### src/rtl/quad_dac_pkg.sv
package quad_dac_pkg;

    localparam int QD_CH   = 4;
    localparam int QD_WORD = 10;
    localparam int QD_BUS  = 8;
    localparam int QD_AW   = $clog2(QD_CH);
    localparam int QD_HI   = QD_WORD - QD_BUS;
    localparam int QD_FLAT = QD_CH * QD_WORD;

    typedef logic [QD_WORD-1:0] code_t;

    typedef struct packed {
        logic              cs_n;
        logic              wr_n;
        logic              ldac_n;
        logic [QD_AW-1:0]  addr;
        logic              hi;
        logic [QD_BUS-1:0] data;
    } bus_sample_t;

    typedef struct packed {
        logic              valid;
        logic [QD_AW-1:0]  chan;
        logic              hi;
        logic [QD_BUS-1:0] data;
    } wr_cmd_t;

    localparam bus_sample_t BUS_IDLE = '{
        cs_n:   1'b1,
        wr_n:   1'b1,
        ldac_n: 1'b1,
        addr:   '0,
        hi:     1'b0,
        data:   '0
    };

    function automatic code_t qd_merge(input code_t old, input logic hi,
                                       input logic [QD_BUS-1:0] d);
        code_t r;
        if (hi) begin
            r = {d[QD_HI-1:0], old[QD_BUS-1:0]};
        end else begin
            r = {old[QD_WORD-1:QD_BUS], d};
        end
        return r;
    endfunction

endpackage

### src/rtl/qdac_bus_capture.sv
module qdac_bus_capture
    import quad_dac_pkg::*;
(
    input  logic              clk,
    input  logic              rst,
    input  logic              cs_n,
    input  logic              wr_n,
    input  logic              ldac_n,
    input  logic [QD_AW-1:0]  addr,
    input  logic              hi,
    input  logic [QD_BUS-1:0] data,
    output wr_cmd_t           cmd,
    output logic              load
);

    bus_sample_t cur_q;
    bus_sample_t prev_q;

    always_ff @(posedge clk) begin
        if (rst) begin
            cur_q  <= BUS_IDLE;
            prev_q <= BUS_IDLE;
        end else begin
            cur_q.cs_n   <= cs_n;
            cur_q.wr_n   <= wr_n;
            cur_q.ldac_n <= ldac_n;
            cur_q.addr   <= addr;
            cur_q.hi     <= hi;
            cur_q.data   <= data;
            prev_q       <= cur_q;
        end
    end

    // Strobe rising: high now, low one sample earlier with select active.
    always_comb begin
        cmd.valid = cur_q.wr_n & ~prev_q.wr_n & ~prev_q.cs_n;
        cmd.chan  = prev_q.addr;
        cmd.hi    = prev_q.hi;
        cmd.data  = prev_q.data;
        load      = ~cur_q.ldac_n;
    end

endmodule

### src/rtl/qdac_chan.sv
module qdac_chan
    import quad_dac_pkg::*;
(
    input  logic              clk,
    input  logic              rst,
    input  logic              clr_n,
    input  logic              wr_en,
    input  logic              hi,
    input  logic [QD_BUS-1:0] data,
    input  logic              load,
    output code_t             dac_code
);

    code_t in_q;
    code_t in_d;
    code_t out_q;
    code_t out_d;

    always_comb begin
        in_d  = wr_en ? qd_merge(in_q, hi, data) : in_q;
        out_d = load ? in_d : out_q;
    end

    always_ff @(posedge clk or negedge clr_n) begin
        if (!clr_n) begin
            in_q  <= '0;
            out_q <= '0;
        end else if (rst) begin
            in_q  <= '0;
            out_q <= '0;
        end else begin
            in_q  <= in_d;
            out_q <= out_d;
        end
    end

    assign dac_code = out_q;

endmodule

### src/rtl/qdac_status.sv
module qdac_status
    import quad_dac_pkg::*;
(
    input  logic             clk,
    input  logic             rst,
    input  logic             pd_n,
    input  logic             gain_sel,
    output logic [QD_CH-1:0] pd_flag,
    output logic             gain_out
);

    always_ff @(posedge clk) begin
        if (rst) begin
            pd_flag  <= '0;
            gain_out <= 1'b0;
        end else begin
            pd_flag  <= {QD_CH{~pd_n}};
            gain_out <= gain_sel;
        end
    end

endmodule

### src/rtl/quad_dac_regif.sv
module quad_dac_regif
    import quad_dac_pkg::*;
(
    input  logic               clk,
    input  logic               rst,
    input  logic               cs_n,
    input  logic               wr_n,
    input  logic [QD_AW-1:0]   addr,
    input  logic               byte_hi,
    input  logic [QD_BUS-1:0]  data,
    input  logic               ldac_n,
    input  logic               clr_n,
    input  logic               pd_n,
    input  logic               gain_sel,
    output logic [QD_FLAT-1:0] dac_val,
    output logic [QD_CH-1:0]   pd_flag,
    output logic               gain_out
);

    wr_cmd_t cmd;
    logic    load;

    qdac_bus_capture cap_i (
        .clk    (clk),
        .rst    (rst),
        .cs_n   (cs_n),
        .wr_n   (wr_n),
        .ldac_n (ldac_n),
        .addr   (addr),
        .hi     (byte_hi),
        .data   (data),
        .cmd    (cmd),
        .load   (load)
    );

    for (genvar g = 0; g < QD_CH; g++) begin : g_chan
        logic  sel;
        code_t code;

        assign sel = cmd.valid && (cmd.chan == QD_AW'(g));

        qdac_chan chan_i (
            .clk      (clk),
            .rst      (rst),
            .clr_n    (clr_n),
            .wr_en    (sel),
            .hi       (cmd.hi),
            .data     (cmd.data),
            .load     (load),
            .dac_code (code)
        );

        assign dac_val[g*QD_WORD +: QD_WORD] = code;
    end

    qdac_status stat_i (
        .clk      (clk),
        .rst      (rst),
        .pd_n     (pd_n),
        .gain_sel (gain_sel),
        .pd_flag  (pd_flag),
        .gain_out (gain_out)
    );

endmodule

### config.mk
export PLATFORM = sky130hd
export DESIGN_NAME = quad_dac_regif
export DESIGN_NICKNAME = d
export VERILOG_FILES = /design/src/rtl/quad_dac_pkg.sv /design/src/rtl/qdac_bus_capture.sv /design/src/rtl/qdac_chan.sv /design/src/rtl/qdac_status.sv /design/src/rtl/quad_dac_regif.sv
export SDC_FILE = /design/constraint.sdc
export NUM_CORES = 1
export LEC_CHECK = 0
export ABC_AREA = 1
export CAP_MARGIN = 20
export CORE_MARGIN = 5
export CORE_UTILIZATION = 60
export DETAILED_ROUTE_END_ITERATION = 10
export DONT_BUFFER_PORTS = 1
export GPL_TIMING_DRIVEN = 0
export MAX_ROUTING_LAYER = met4
export PLACE_DENSITY = 0.76
export SYNTH_ARGS = -nofsm -noshare
export SYNTH_HDL_FRONTEND = slang
export SYNTH_HIERARCHICAL = 1
export SYNTH_SLANG_ARGS = --single-unit
### constraint.sdc
create_clock -name clk -period 1.5 [get_ports clk]
set_input_delay 0.075 -clock clk [delete_from_list [all_inputs] [get_ports clk]]
set_output_delay 0.075 -clock clk [all_outputs]
set_load 0.05 [all_outputs]
Word-level counts from Yosys, hierarchy flattened
Cells that the tools add are included.

storage, ports and cells
  bits in registers = 109
  input bits = 19
  logic and storage cells = 55

operators by class
  eq/ne operators = 4
  muxes and demuxes = 20
  bitwise logic cells = 5
  reductions and logical operators = 5

operators with widths
  cell                                                                   count
  10-bit two-way mux                                                     20
  2-bit equality test, second input constant                             2
  1-bit logical AND                                                      4
  1-bit NOT                                                              3
  1-bit AND                                                              2
  2-bit by 1-bit equality test with 1-bit output, second input constant  1
  2-bit zero test                                                        1
  2-bit inequality test, second input constant                           1

Depth between registers and ports, before layout
  depth after elaboration = 7
  mapped depth = 11
  gate-level depth less buffers = 10

By module
Netlist, hierarchy kept.

modules (own cells, without submodules)
  module            times used  cells an instance  area each (µm²)  sequential area each (µm²)
  qdac_chan         4           108                913.4            500.5
  qdac_bus_capture  1           94                 878.3            540.5
  qdac_status       1           8                  76.3             40.0
  quad_dac_regif    1           8                  30.0             0.0

Least setup slack after synthesis
Ideal clock, no wire load.

  path type = reg2reg
  start = register cap_i/prev_q[12] (netlist name)
  end = register g_chan[2].chan_i.in_q[8]
  data arrival time = 1082 ps
  required time = 1380 ps
  path slack = 298 ps
  stages on the path, launching flop included = 11
  path buffers = 1
  path through = dfxtp_1 > inv_1 > nand2_1 > nor2_1 > nand2_1 > nor2_1 > buf_6 > nand2_2 > inv_1 > nand2_1 > and3_1

RTL lines
  item                    line                    source
  start, declared         qdac_bus_capture.sv:17  bus_sample_t prev_q;
  start signal, assigned  qdac_bus_capture.sv:30  prev_q <= cur_q;
  end signal, assigned    qdac_chan.sv:32         in_q <= in_d;
  end, declared           qdac_chan.sv:14         code_t in_q;

Worst setup path after layout
  start = register, netlist name stat_i/pd_flag[0]
  end = output port pd_flag[3]

RTL lines
  item           line                  source
  end, declared  quad_dac_regif.sv:16  output logic [QD_CH-1:0] pd_flag,

No word-level cell between the ends.

==> impl_metrics.toml <==
[die]
initial_core_util_pct = 60.7
core_area_um2 = 7650
die_h_um = 97.9
ioPinCount = 64
die_area_um2 = 9590
die_x_um = 97.9
rows = 32

[routing]
drcViolationCount = 0
routed_wl_um = 9580
antenna_left = 0
via_per_inst = 5.19
drtIter0Drc = 204
num_vias = 3521
routedWlPerCell_um = 14.1
drt-pass1-iter-count = 4

[global_route]
grt_pass1_wl_um = 16200
globalRouteTotalUtil_pct = 21.4
antenna_found_initial = 0
grt_pass1_vias = 3341
grt-ovfl-total = 0
grt_max_degree = 81

[setup_path]
endpoint_kind = "output pin"
required_ns = 1.42
crit_slowest_cell = "dfxtp_1"
critPathLaunchType = "flop"
max_stage_delay_ns = 0.69
rrSetupSlack_ns = 0.13
cp_num_buf_inv = 1
cp_data_arrival_time_ns = 1.36
worst-setup-path-type = "flop to output pin"
cp_max_fo = 4
cp_cell_sequence = "buf_4"
crit_family = "flip-flops"

[power]
switching_share_pct = 23.3
power_density_nw_per_um2 = 987
leakage_nw = 2.94
seq_power_share_pct = 58.4
clockPowerShare_pct = 36.1
switchingPower_w = 0.00119
p_comb_share_pct = 5.5
ir_worst_vdd_uv = 488
internal-power_w = 0.00393

[timing]
fin_crit_ns = 1.43
period_share_pct = 95.6
finalHoldViolCount = 80
rsz0062_at_grt = "no"
clock_skew_ns = 0.0119
finalWorstSetupSlack_ns = 0.0663
timing.fmax_mhz = 698
setup_violations = 0
finalMaxSlewViolations = 0
maxSlewHeadroom_pct = 62.5
fin_setup_tns_ns = 0
whs_ns = -0.613
worst_pin_slew_ns = 0.561

[place]
hpwlAfterDp_um = 6170
io_buffers = 0
place.gp.congestion = 0.855
place_ws_ns = 0.0708

[synth]
synth_area_um2 = 4640
syn-num-nets = 561
synth_area_per_cell_um2 = 8.56
ys_warn_count = 6
ys_ff_latch = 109
synth.distinct_cells = 18
syn_inst = 542
yosysSeqAreaShare_pct = 55.7
synthFlopType = "dfrtp_1"
synth_edf_count = 0
async_reset_ff_share_pct = 73.4

[cts]
clock_path_buffers = 2
cts_sinks = 109
cts_tree = "done"
path_clk_slew_ns = 0.10
cts_root_buffer = "clkbuf_8"
cts_hold_buffers = 18
clk_latency_ns = 0.36
htreeDepth = 3
cts_buffers = 9

[layout]
drive_gt1_share_pct = 11.8
n_antenna_cell = 0
nFillCells = 588
multi_input_area_um2 = 1400
seq_area_um2 = 2580
final_nets = 591
utilization_pct = 67.9
synthToLayoutAreaGrowth_pct = 12.0

[run_status]
outcome = "finished, violations left"
violations = "hold timing"

[job]
drv_cap = 0

[hold_path]
hold_path_class = "input port to asynchronous set/reset pin"
-- logic make-up (layout without fill, tap and decap cells) --
kind of cell,after synthesis,in the layout,synth area share [%]
DFF,109,109,55.7
and+or+nand+nor,289,289,30.0
buffers and inverters,144,179,14.3
-- metal layers --
| metal | GRT usage (%) | part of all wire [%] | routed length [µm] | vias to the layer above |
|---|---|---|---|---|
| met5 | - | 0 | 0 | - |
| met4 | 6.39 | 1.3 | 121 | 0 |
| met3 | 3.57 | 5.7 | 550 | 12 |
| met2 | 32.4 | 48 | 4570 | 126 |
| met1 | 30.0 | 45 | 4340 | 1669 |
| li1 | - | - | - | 1714 |
-- per-stage QoR --
stage	cell area (µm²)	instances	power [W]	hold slack (ns)
after floorplan	4640	542	0.00323	-0.221
after global placement	4770	644	0.00329	-0.218
after detailed placement	4770	644	0.00329	-0.219
after CTS	5160	678	0.00517	-0.626
after global routing	5190	679	0.00534	-0.631
final	5190	679	0.00513	-0.613
-- synth_stat cells (5+ instances only) --
cell     instances  area [µm²]
nor2_1          27         101
buf_6            5        56.3
nand2_1        131         492
dfrtp_1         80        2000
inv_1          107         402
and3_1          40         250
dfxtp_1         29         581
buf_2            8        40.0
nor2_2           6        37.5
nand3_1         32         160
or2_1            5        31.3
buf_4           14         105
nand4_1         40         250
-- what timing repair did --
action / in CTS / in global routing
hold endpoints to repair: 140 / 80
endpoints found under the setup margin: 0 / 21
buffers inserted: 0 / 1
gates resized for setup: 0 / 4
-- power groups by stage --
| stage | clock, W | combinational [W] | sequential [W] |
|---|---|---|---|
| after floorplan | 0 | 0.000185 | 0.00305 |
| after global placement | 0 | 0.000233 | 0.00305 |
| after detailed placement | 0 | 0.000238 | 0.00305 |
| after CTS | 0.00190 | 0.000280 | 0.00299 |
| after global routing | 0.00202 | 0.000314 | 0.00300 |
| final | 0.00185 | 0.000283 | 0.00299 |
-- sequential cells by signal (all words and copies together) (netlist names) --
name and cells:
stat_i/gain_out 1, stat_i/pd_flag 1, cap_i/cur_q 14, g_chan.chan_i/dac_code 40, cap_i/cmd 11, cap_i/prev_q 2, g_chan.chan_i/in_q 40
-- final timing paths --
| kind | startpoint | to | cells after the start |
|---|---|---|---|
| min in group clk | rst | g_chan[2].chan_i/dac_code[0] | 4 |
| max reg2reg | cap_i/prev_q[12] | g_chan[2].chan_i/in_q[9] | 10 |
| min | clr_n | g_chan[1].chan_i/dac_code[7] | 0 |
| min reg2reg | cap_i/cur_q[1] | cap_i/cmd[1] | 2 |
| max in group asynchronous | clr_n | g_chan[3].chan_i/dac_code[8] | 0 |
| max | stat_i/pd_flag[0] | pd_flag[3] | 1 |
-- area by class of cell --
type                    count  area share [%]
plain buffers              33            4.74
well taps                 102            2.46
clock buffers              12            3.61
inverters                 111            8.02
clock inverters             4           0.602
multi-input cells         289            27.0
repair buffers             19            3.85
flip-flops and latches    109            49.7
-- layout by cell type (no fill, tap or decap), types with 14 or more instances in the layout --
master,netlist,layout
buf_4,14,14
and3_1,40,40
nor2_1,27,23
dfxtp_1,29,29
nand3_1,32,32
dfrtp_1,80,80
inv_1,107,107
nand4_1,40,40
dlygate4sd3_1,0,18
nand2_1,131,131
Power figures use the tool's default switching activity.
